## src/rtl/burst_seq_pkg.sv

```systemverilog
package burst_seq_pkg;

    // Width of the in-block offset for the largest burst (8 beats)
    localparam int OFS_W = 3;

    typedef enum logic [1:0] {
        LEN_RSVD = 2'b00,
        LEN_2    = 2'b01,
        LEN_4    = 2'b10,
        LEN_8    = 2'b11
    } len_code_e;

    typedef enum logic {
        S_IDLE = 1'b0,
        S_RUN  = 1'b1
    } seq_state_e;

    // Offset mask (L-1) for a length code; the reserved code behaves as length 2
    function automatic logic [OFS_W-1:0] len_mask(input logic [1:0] code);
        logic [OFS_W-1:0] m;
        unique case (code)
            LEN_4:   m = 3'b011;
            LEN_8:   m = 3'b111;
            default: m = 3'b001;
        endcase
        return m;
    endfunction

endpackage

```

## src/rtl/bseq_ctrl.sv

```systemverilog
module bseq_ctrl
    import burst_seq_pkg::*;
#(
    parameter int COL_W = 11
) (
    input  logic             clk,
    input  logic             rst_n,
    input  logic             start,
    input  logic [1:0]       len_sel,
    input  logic             interleave,
    input  logic [COL_W-1:0] start_col,
    output logic             running,
    output logic             last_beat,
    output logic [OFS_W-1:0] beat,
    output logic [OFS_W-1:0] lat_mask,
    output logic             lat_il,
    output logic [COL_W-1:0] lat_col
);

    seq_state_e state_q, state_d;
    logic [OFS_W-1:0] beat_q;
    logic             at_end;

    assign at_end = (beat_q == lat_mask);

    // Next-state logic: launch, advance, finish
    always_comb begin
        state_d = state_q;
        unique case (state_q)
            S_IDLE: if (start)  state_d = S_RUN;
            S_RUN:  if (at_end) state_d = S_IDLE;
            default:            state_d = S_IDLE;
        endcase
    end

    // State register, request capture and beat counter
    always_ff @(posedge clk) begin
        if (!rst_n) begin
            state_q  <= S_IDLE;
            beat_q   <= '0;
            lat_mask <= 3'b001;
            lat_il   <= 1'b0;
            lat_col  <= '0;
        end else begin
            state_q <= state_d;
            if (state_q == S_IDLE && start) begin
                lat_col  <= start_col;
                lat_mask <= len_mask(len_sel);
                lat_il   <= interleave;
                beat_q   <= '0;
            end else if (state_q == S_RUN) begin
                beat_q <= at_end ? '0 : beat_q + 1'b1;
            end
        end
    end

    // Output decode
    always_comb begin
        running   = (state_q == S_RUN);
        last_beat = (state_q == S_RUN) && at_end;
        beat      = beat_q;
    end

    // a start pulse seen while idle opens a burst at beat 0
    a_r2_launch: assert property (@(posedge clk) disable iff (!rst_n)
        (!running && start) |=> (running && beat == '0));

    // the captured request stays put for the whole burst
    a_r8_request_held: assert property (@(posedge clk) disable iff (!rst_n)
        (running && !last_beat) |=> ($stable(lat_col) && $stable(lat_mask) && $stable(lat_il)));

    // the beat index stays below the burst length
    a_r3_beat_in_range: assert property (@(posedge clk) disable iff (!rst_n)
        running |-> ((beat & ~lat_mask) == '0));

    // one idle cycle follows the final beat
    a_r9_gap_after_last: assert property (@(posedge clk) disable iff (!rst_n)
        last_beat |=> !running);

endmodule

```

## src/rtl/bseq_order.sv

```systemverilog
module bseq_order
    import burst_seq_pkg::*;
#(
    parameter int COL_W = 11
) (
    input  logic [COL_W-1:0] base_col,
    input  logic [OFS_W-1:0] mask,
    input  logic             il,
    input  logic [OFS_W-1:0] beat,
    output logic [COL_W-1:0] col
);

    logic [OFS_W-1:0] start_low;
    logic [OFS_W-1:0] seq_low;
    logic [OFS_W-1:0] xor_low;
    logic [OFS_W-1:0] ofs;

    assign start_low = base_col[OFS_W-1:0];
    assign seq_low   = start_low + beat;   // wraps modulo 8, masked below
    assign xor_low   = start_low ^ beat;
    assign ofs       = il ? xor_low : seq_low;

    // Low bits: offset inside the block where the mask allows, else the base bit
    for (genvar i = 0; i < OFS_W; i++) begin : g_low
        assign col[i] = mask[i] ? ofs[i] : base_col[i];
    end

    // Upper bits always come from the base column
    for (genvar j = OFS_W; j < COL_W; j++) begin : g_high
        assign col[j] = base_col[j];
    end

endmodule

```

## src/rtl/burst_col_seq.sv

```systemverilog
module burst_col_seq
    import burst_seq_pkg::*;
#(
    parameter int COL_W = 11
) (
    input  logic             clk,
    input  logic             rst_n,
    input  logic             start,
    input  logic [1:0]       len_sel,
    input  logic             interleave,
    input  logic [COL_W-1:0] start_col,
    output logic [COL_W-1:0] col_out,
    output logic             col_valid,
    output logic             col_last
);

    localparam int HI_W = COL_W - OFS_W;

    logic             running;
    logic             last_beat;
    logic [OFS_W-1:0] beat;
    logic [OFS_W-1:0] lat_mask;
    logic             lat_il;
    logic [COL_W-1:0] lat_col;
    logic [COL_W-1:0] seq_col;
    logic [COL_W-1:0] keep_mask;

    bseq_ctrl #(.COL_W(COL_W)) u_ctrl (
        .clk       (clk),
        .rst_n     (rst_n),
        .start     (start),
        .len_sel   (len_sel),
        .interleave(interleave),
        .start_col (start_col),
        .running   (running),
        .last_beat (last_beat),
        .beat      (beat),
        .lat_mask  (lat_mask),
        .lat_il    (lat_il),
        .lat_col   (lat_col)
    );

    bseq_order #(.COL_W(COL_W)) u_order (
        .base_col(lat_col),
        .mask    (lat_mask),
        .il      (lat_il),
        .beat    (beat),
        .col     (seq_col)
    );

    assign col_out   = running ? seq_col : '0;
    assign col_valid = running;
    assign col_last  = last_beat;
    assign keep_mask = ~{{HI_W{1'b0}}, lat_mask};

    // block-select bits do not move between beats of one burst
    a_r5_block_fixed: assert property (@(posedge clk) disable iff (!rst_n)
        (col_valid && !col_last) |=> ((col_out & keep_mask) == ($past(col_out) & keep_mask)));

    // last only ever appears together with valid
    a_r4_last_in_burst: assert property (@(posedge clk) disable iff (!rst_n)
        col_last |-> col_valid);

    // nothing is presented while in reset
    a_r1_quiet_reset: assert property (@(posedge clk)
        !rst_n |=> (!col_valid && !col_last));

endmodule

```

## config.mk

```make
export PLATFORM = sky130hd
export DESIGN_NAME = burst_col_seq
export DESIGN_NICKNAME = d
export VERILOG_FILES = /design/src/rtl/burst_seq_pkg.sv /design/src/rtl/bseq_ctrl.sv /design/src/rtl/bseq_order.sv /design/src/rtl/burst_col_seq.sv
export SDC_FILE = /design/constraint.sdc
export NUM_CORES = 1
export LEC_CHECK = 0
export BUFFER_PORTS_ARGS = -buffer_cell sky130_fd_sc_hd__buf_4
export CAP_MARGIN = 20
export CORE_ASPECT_RATIO = 1.5
export CORE_MARGIN = 4
export CORE_UTILIZATION = 35
export CTS_CLUSTER_DIAMETER = 60
export DETAILED_ROUTE_END_ITERATION = 16
export HOLD_SLACK_MARGIN = 0.06
export PLACE_DENSITY_LB_ADDON = 0.25
export SETUP_SLACK_MARGIN = 0.3
export SYNTH_ARGS = -nofsm -noshare
export SYNTH_HDL_FRONTEND = slang
export SYNTH_SLANG_ARGS = --single-unit
```

## constraint.sdc

```tcl
create_clock -name clk -period 1.55 [get_ports clk]
set_input_delay 0 -clock clk [delete_from_list [all_inputs] [get_ports clk]]
set_output_delay 0 -clock clk [all_outputs]
set_load 0.005 [all_outputs]
```

==> metrics.cfg, run 1 <==
[run_status]
status=complete, but fails checks
violations=negative setup slack

[clock_tree]
cts_tree=built
clockBufferDepth=2
h-tree-depth=1
root_buffer=clkbuf_4
cts.clk_slew.worst_paths_ps=120
cts_sinks=18
numCtsBuffers=3
clk_latency_ps=300

[sta]
setup_ws_ps=-253
skew_ps=12.5
fmax_mhz=555
hold_violations=0
worst_pin_slew_ps=281
min_period_ps=1800
hold_slack_ps=455
drv_slew=0
setup_viol=2
period_share_pct=116
maxSlewHeadroom_pct=81.3
fin_setup_tns_ps=-412
rsz0062_at_grt=yes

[setup_path]
crit_path_end_kind=primary output
critPathSlowestCell=dfxtp_2
critPathLaunchType=flip-flop
worst_ep_required_time_ps=1550
crit_type=flip-flop to primary output
worst_ep_arrival_time_ps=1800
worstPathMaxFanout=2
crit_chain=ha_4 > inv_2 > fa_2 > o21a_1 > o21ai_2 > mux2i_1 > buf_4
slowest_delay_ps=370

[worst_hold_path]
hold_class=flip-flop to flip-flop

[synthesis]
synth_area_um2=922
syn_avg_cell_area_um2=8.31
synth_area_leader_cell=dfxtp_1
netlist_instances=111
ys_seq_area_share_pct=39.1
syn_nets=132
yosys_warnings=0
ys_ff_latch=18
yosysTopAreaCellShare_pct=39.1
synth_area_leaders=dfxtp_1, nand2_1, a21boi_1
yosysUniqueCellTypes=27

[detailed_routing]
wl_mm=2.26
wire_per_inst_um=12.4
firstDrtPassIters=4
num_vias=891
drt_iter0_markers=12
postRouteAntennaNets=0
drc_errors=0
viasPerCell=4.87

[finish]
synthToLayoutAreaGrowth_pct=54.0
layout-drive-gt1-share_pct=32.7
fill_cells=235
seqCellArea_um2=367
num-nets-final=181
multi_input_area_um2=546
n_antenna_cell=0

[pwr]
power-per-cell-area_nw_per_um2=717
leakage_uw=0.000615
power_uw=1020
ir_worst_vdd_uv=484

[flow_run]
cap_violations=0

[placed_design]
gp_congestion=0.806
portBuffers=29
dp_hpwl_mm=1.52

[floorplan]
dieArea_um2=3540
start_util_pct=37.2
design.core.area_um2=2480
die_h_um=70.9
rows=22
dieWidth_um=49.9
io-pin-count=30

[grt]
grt_start_max_net_pins=20
grt_overflow=0
grt_pass1_wl_mm=3.86
grt_antenna_before_repair=0
grt_pass1_vias=945
track_usage_pct=13.7

==> per-layer routing <==
layer  GRT usage, %  part of all wire [%]  vias to the layer above
met4           6.46                   1.9                        0
met1           14.4                    40                      411
li1               -                     -                      455
met2           26.2                    54                       20
met5              0                     0                        -
met3           1.47                   3.8                        5
==> per-stage QoR <==
step                util (%)  area, µm²  instances  setup WS (ps)
floorplan                  -        926        111            192
global placement        47.3       1170        162           52.9
finish                  57.3       1420        183           -253
detailed placement      47.3       1170        162           3.97
CTS                     56.4       1400        183           -275
global route            57.3       1420        183           -357
==> power breakdown <==
group          switching (µW)  internal [µW]
sequential               19.8            489
combinational            84.5            124
clock                     158            143
total                     262            757
==> repair_timing <==
action,4_1_cts,5_1_grt
gates resized for setup,8,6
setup endpoints to repair,12,8
endpoints found under the hold margin,18,0
pin swaps,2,2
hold buffers,16,0
setup buffers,1,0
==> logic make-up (layout without fill, tap and decap cells) <==
group | after synthesis | in the layout | synth area share (%)
DFF | 18 | 18 | 39.1
and+or+nand+nor | 52 | 52 | 27.5
AOI/OAI and AO/OA | 22 | 22 | 17.1
adders and majority gates | 4 | 4 | 6.24
buffers and inverters | 10 | 58 | 5.02
muxes | 2 | 2 | 2.17
xor gates and xnor gates | 3 | 3 | 2.85
==> path summary, 6_finish.rpt <==
path / slack [ps] / from / end / depth (start not counted)
setup / recovery: -250 / u_ctrl.lat_col[0] / col_out[2] / 7
hold / removal: 460 / u_ctrl.lat_col[4] / u_ctrl.lat_col[4] / 2
setup reg to reg: 430 / u_ctrl.beat[0] / u_ctrl.beat[2] / 5
hold reg to reg: 460 / u_ctrl.lat_col[4] / u_ctrl.lat_col[4] / 2
==> flip-flops by register name, indices dropped and copies added (netlist names) <==
register         cells
u_ctrl.running       1
u_ctrl.lat_col      11
u_ctrl.lat_mask      2
u_ctrl.lat_il        1
u_ctrl.beat          3
==> final cells by class <==
type / count / share of cell area [%]
Tap cell: 24 / 2.11
Sequential cell: 18 / 25.8
Timing Repair Buffer: 50 / 30.0
Inverter: 4 / 1.06
Multi-Input combinational cell: 83 / 38.4
Clock buffer: 4 / 2.56
==> synth_stat cells <==
cell type,count
mux2i_1,2
nor2_1,2
nand2_1,28
and2_0,1
nand2b_1,3
a21boi_0,4
nor2b_1,1
o32ai_1,2
buf_2,4
xnor2_1,2
clkbuf_1,1
a21oi_1,1
nor3_1,1
a21boi_1,11
and3_4,1
nand2b_2,1
buf_4,1
o21ai_0,3
nand3_1,3
fa_1,1
dfxtp_1,18
xor2_1,1
and2_1,10
inv_1,4
ha_1,3
o21a_1,1
and2b_1,1
==> layout by cell type (no fill, tap or decap), types with 3 or more instances in the layout <==
cell type	n
a21boi_0	3
a21boi_1	12
and2_1	9
buf_4	31
buf_6	3
clkbuf_4	3
dfxtp_1	13
dfxtp_2	5
dlygate4sd3_1	16
inv_1	3
nand2_1	28
nand2b_1	3
nand3_1	3
==> worst max-delay path, delay by kind of cell (launching register included) <==
| kind | cells | cell delay, ps |
|---|---|---|
| compound gates | 2 | 310 |
| fa+ha+maj | 2 | 460 |
| buf+inv | 2 | 160 |
| flops | 1 | 370 |
| mux | 1 | 200 |
No activity file was read; power rests on OpenSTA's default activity.
==> run 2: changes to the inputs <==
--- a/config.mk
+++ b/config.mk
@@ -7,10 +7,13 @@
 export LEC_CHECK = 0
 export BUFFER_PORTS_ARGS = -buffer_cell sky130_fd_sc_hd__buf_4
 export CAP_MARGIN = 20
+export CELL_PAD_IN_SITES_DETAIL_PLACEMENT = 2
+export CELL_PAD_IN_SITES_GLOBAL_PLACEMENT = 2
 export CORE_ASPECT_RATIO = 1.5
 export CORE_MARGIN = 4
-export CORE_UTILIZATION = 35
+export CORE_UTILIZATION = 27
 export CTS_CLUSTER_DIAMETER = 60
+export CTS_CLUSTER_SIZE = 20
 export DETAILED_ROUTE_END_ITERATION = 16
 export HOLD_SLACK_MARGIN = 0.06
 export PLACE_DENSITY_LB_ADDON = 0.25
==> metrics.cfg, run 2 (synthesized netlist as in run 1, its figures left out) <==
[grt]
grt_most_used_layer=met2
grt_pass1_wl_mm=4.98
grt_antenna_before_repair=0
grt_util_met1_pct=14.8
grt_pass1_vias=1029
use_met2_pct=29.1
track_usage_pct=14.7
grt_start_max_net_pins=20
grt_overflow=0
met3_usage_pct=2.10

[pwr]
power_frac_comb_pct=20.3
leakage_uw=0.000621
clockPowerShare_pct=31.4
power.switching_uw=272
ir_worst_vdd_uv=488
power_uw=1060
pwr-share-seq_pct=48.2
internal_power_uw=787
p_sw_share_pct=25.7
power-per-cell-area_nw_per_um2=735

[clock_tree]
numCtsBuffers=3
h-tree-depth=1
root_buffer=clkbuf_8
cts_sinks=18
clk_latency_ps=260
cts_tree=built
clockBufferDepth=2
cts.clk_slew.worst_paths_ps=70

[sta]
rsz0062_at_grt=yes
setup_viol=2
hold_slack_ps=78.7
skew_ps=3.14
maxSlewHeadroom_pct=80.4
period_share_pct=114
worst_pin_slew_ps=294
setup_ws_ps=-216
drv_slew=0
hold_violations=0
fmax_mhz=566
min_period_ps=1770

[placed_design]
portBuffers=29
placed_area_um2=1210
gp_congestion=0.684
dp.cells=180
dp_hpwl_mm=2.04
pre_cts_slack_ps=9.20

[floorplan]
die_h_um=79.6
design.core.area_um2=3220
io-pin-count=30
dieArea_um2=4430
start_util_pct=28.6
dieWidth_um=55.7
rows=25

[finish]
top_register=u_ctrl.lat_col
num-nets-final=181
multi_input_area_um2=549
synthToLayoutAreaGrowth_pct=56.2
n_antenna_cell=0
final_common_cell=buf_4
fill_cells=366
layout-drive-gt1-share_pct=33.5
largest_reg_flops=11
final_cell_mix=buf_4, nand2_1, dlygate4sd3_1
design_area_um2=1440
seqCellArea_um2=367
fin_cells=198

[detailed_routing]
drt_iter0_markers=6
firstDrtPassIters=2
postRouteAntennaNets=0
viasPerCell=4.69
drc_errors=0
wire_per_inst_um=15.1
num_vias=928
wl_mm=2.98

[setup_path]
worstPathMaxFanout=2
crit_type=flip-flop to primary output
crit_path_end_kind=primary output
critPathLaunchType=flip-flop
worst_ep_required_time_ps=1550
worst_ep_arrival_time_ps=1770

[flow_run]
cap_violations=0

[run_status]
status=complete, but fails checks
violations=negative setup slack

[worst_hold_path]
hold_class=input pin to flip-flop

[run 2: cell count changes in the layout (fill, tap and decap cells not counted), sizes merged]
cell,before,now
clkbuf,4,3
dlygate4sd3,16,14
buf,34,36
[run 2: metal layers]
layer | share of wire [%] | vias to the layer above
li1 | - | 454
met1 | 37 | 449
met2 | 58 | 20
met3 | 3.9 | 5
met4 | 1.7 | 0
met5 | 0 | -
[run 2: final cells by class]
type                    count  share of cell area (%)
inverters                   4                    1.04
flip-flops and latches     18                    25.5
well taps                  40                    3.48
repair buffers             50                    29.0
multi-input cells          83                    38.1
clock buffers               3                    2.87
[run 2: final timing paths]
path | startpoint | cells after the start | end | slack [ps]
hold reg to reg | u_ctrl.lat_col[8] | 2 | u_ctrl.lat_col[8] | 460
setup / recovery | u_ctrl.lat_col[0] | 7 | col_out[2] | -220
hold / removal | start | 3 | u_ctrl.running | 80
setup reg to reg | u_ctrl.beat[0] | 5 | u_ctrl.beat[2] | 390
[run 2: power groups by stage]
stage	combinational (µW)	sequential [µW]	clock (µW)
floorplan	92.5	514	0
global placement	172	516	0
detailed placement	179	518	0
CTS	216	509	340
global route	242	516	361
finish	216	511	333
[run 2: through the flow]
stage               util [%]  setup TNS [ps]
finish                  44.7            -399
global route            44.7            -568
CTS                     44.1            -423
detailed placement      37.5               0
global placement        37.5               0
floorplan                  -               0
[run 2: critical path: stages, from the launching register on]
cell     delay [ps]
dfxtp_2         360
ha_4            130
inv_2            30
fa_2            340
o21a_1          190
o21ai_2         130
mux2i_1         200
buf_4           130
[run 2: what timing repair did]
item	in CTS	in global routing
setup buffers	1	0
setup endpoints to repair	3	14
pin swaps	2	3
endpoints found under the hold margin	14	0
resized for setup	8	5
hold buffers	14	0
==> run 3: changes to the inputs <==
--- a/config.mk
+++ b/config.mk
@@ -7,11 +7,11 @@
 export LEC_CHECK = 0
 export BUFFER_PORTS_ARGS = -buffer_cell sky130_fd_sc_hd__buf_4
 export CAP_MARGIN = 20
-export CELL_PAD_IN_SITES_DETAIL_PLACEMENT = 2
-export CELL_PAD_IN_SITES_GLOBAL_PLACEMENT = 2
+export CELL_PAD_IN_SITES_DETAIL_PLACEMENT = 0
+export CELL_PAD_IN_SITES_GLOBAL_PLACEMENT = 1
 export CORE_ASPECT_RATIO = 1.5
 export CORE_MARGIN = 4
-export CORE_UTILIZATION = 27
+export CORE_UTILIZATION = 35
 export CTS_CLUSTER_DIAMETER = 60
 export CTS_CLUSTER_SIZE = 20
 export DETAILED_ROUTE_END_ITERATION = 16
==> metrics.cfg, run 3 (synthesized netlist as in run 1, its figures left out) <==
[run_status]
status=complete, but fails checks
violations=negative setup slack

[clock_tree]
clk_latency_ps=290
h-tree-depth=1
cts.clk_slew.worst_paths_ps=100
cts_sinks=18
root_buffer=clkbuf_4
numCtsBuffers=3
clockBufferDepth=2
cts_tree=built

[sta]
setup_ws_ps=-227
worst_pin_slew_ps=358
hold_violations=0
period_share_pct=115
maxSlewHeadroom_pct=76.1
min_period_ps=1780
rsz0062_at_grt=yes
skew_ps=6.92
fin_setup_tns_ps=-373
setup_viol=2
fmax_mhz=563
drv_slew=0

[detailed_routing]
drt_iter0_markers=25
num_vias=888
viasPerCell=4.77
drc_errors=0
wl_mm=2.24
firstDrtPassIters=3
wire_per_inst_um=12.0
postRouteAntennaNets=0

[grt]
grt_most_used_layer=met2
track_usage_pct=14.3
grt_pass1_vias=916
use_met2_pct=26.8
grt_util_met1_pct=15.0
grt_overflow=0
grt_antenna_before_repair=0
met3_usage_pct=2.11
grt_start_max_net_pins=18
grt_pass1_wl_mm=3.95

[worst_hold_path]
hold_class=flip-flop to flip-flop
holdCritStartpoint=u_ctrl.lat_col[6]

[floorplan]
die_h_um=70.9
dieArea_um2=3540
rows=22
design.core.area_um2=2480
dieWidth_um=49.9
io-pin-count=30
start_util_pct=37.2

[setup_path]
worst_ep_required_time_ps=1550
critPathLaunchType=flip-flop
crit_path_end_kind=primary output
r2r-start=u_ctrl.running
setup.worst_path.start=u_ctrl.lat_col[0]
worstPathMaxFanout=2
worst_ep_arrival_time_ps=1780
crit_type=flip-flop to primary output

[pwr]
power-per-cell-area_nw_per_um2=658
leakage_uw=0.000629
ir_worst_vdd_uv=480
p_sw_share_pct=25.2
clockPowerShare_pct=23.7
internal_power_uw=709
power_frac_comb_pct=22.8
power_uw=948
power.switching_uw=239
pwr-share-seq_pct=53.4

[placed_design]
dp_hpwl_mm=1.47
portBuffers=29
pre_cts_slack_ps=36.5
gp_congestion=0.748

[finish]
n_antenna_cell=0
final_cell_mix=buf_4, nand2_1, dlygate4sd3_1
layout-drive-gt1-share_pct=31.5
fill_cells=239
finish.utilization_pct=58.2
final_common_cell=buf_4
synthToLayoutAreaGrowth_pct=56.3
largest_reg_flops=11
top_register=u_ctrl.lat_col
num-nets-final=185

[flow_run]
cap_violations=0

## run 3: changes by cell type in the layout (fill, tap and decap cells not counted), sizes merged
cell / change
dlygate4sd3: +5
buf: -1
## run 3: path summary, 6_finish.rpt
check | endpoint | slack [ps] | cells after the start
worst max-delay path | col_out[2] | -230 | 7
worst min-delay path | u_ctrl.lat_col[6] | 450 | 2
worst max register to register | u_ctrl.running | 370 | 3
worst min register to register | u_ctrl.lat_col[6] | 450 | 2
## run 3: what timing repair did
action,CTS,global route
endpoints found under the hold margin,18,0
hold buffers,19,0
pin swaps,1,2
gates resized for setup,7,7
setup buffers,1,1
endpoints found under the setup margin,9,11
## run 3: final cells by class
| type | count | area (µm²) | share of cell area [%] |
|---|---|---|---|
| Clock buffer | 3 | 22.5 | 1.56 |
| Inverter | 4 | 15.0 | 1.04 |
| Multi-Input combinational cell | 83 | 541 | 37.5 |
| Sequential cell | 18 | 369 | 25.6 |
| Tap cell | 24 | 30.0 | 2.08 |
| Timing Repair Buffer | 54 | 464 | 32.2 |
## run 3: routing by layer
metal  up-vias  part of all wire, %
met5         -                    0
met4         0                  1.7
met3         4                  3.0
met2        19                   54
met1       401                   41
li1        464                    -
## run 3: worst max-delay path, cell delays in order, from the launching register on
cell and delay [ps]:
dfxtp_2 340, ha_1 130, inv_1 50, fa_2 330, o21a_1 180, o21ai_2 120, mux2i_1 200, buf_4 130
## run 3: metrics by stage
stage	instances	hold slack [ps]	cell area [µm²]
detailed placement	162	257	1170
CTS	185	455	1410
global placement	162	249	1170
floorplan	111	135	926
global route	186	474	1440
finish	186	454	1440
## run 3: power by group through the flow
stage | registers, µW | logic, µW | clock network [µW]
2_1_floorplan | 514 | 92.5 | 0
3_3_place_gp | 515 | 164 | 0
3_5_place_dp | 516 | 165 | 0
4_1_cts | 507 | 211 | 237
5_1_grt | 510 | 243 | 261
6_report | 506 | 217 | 225
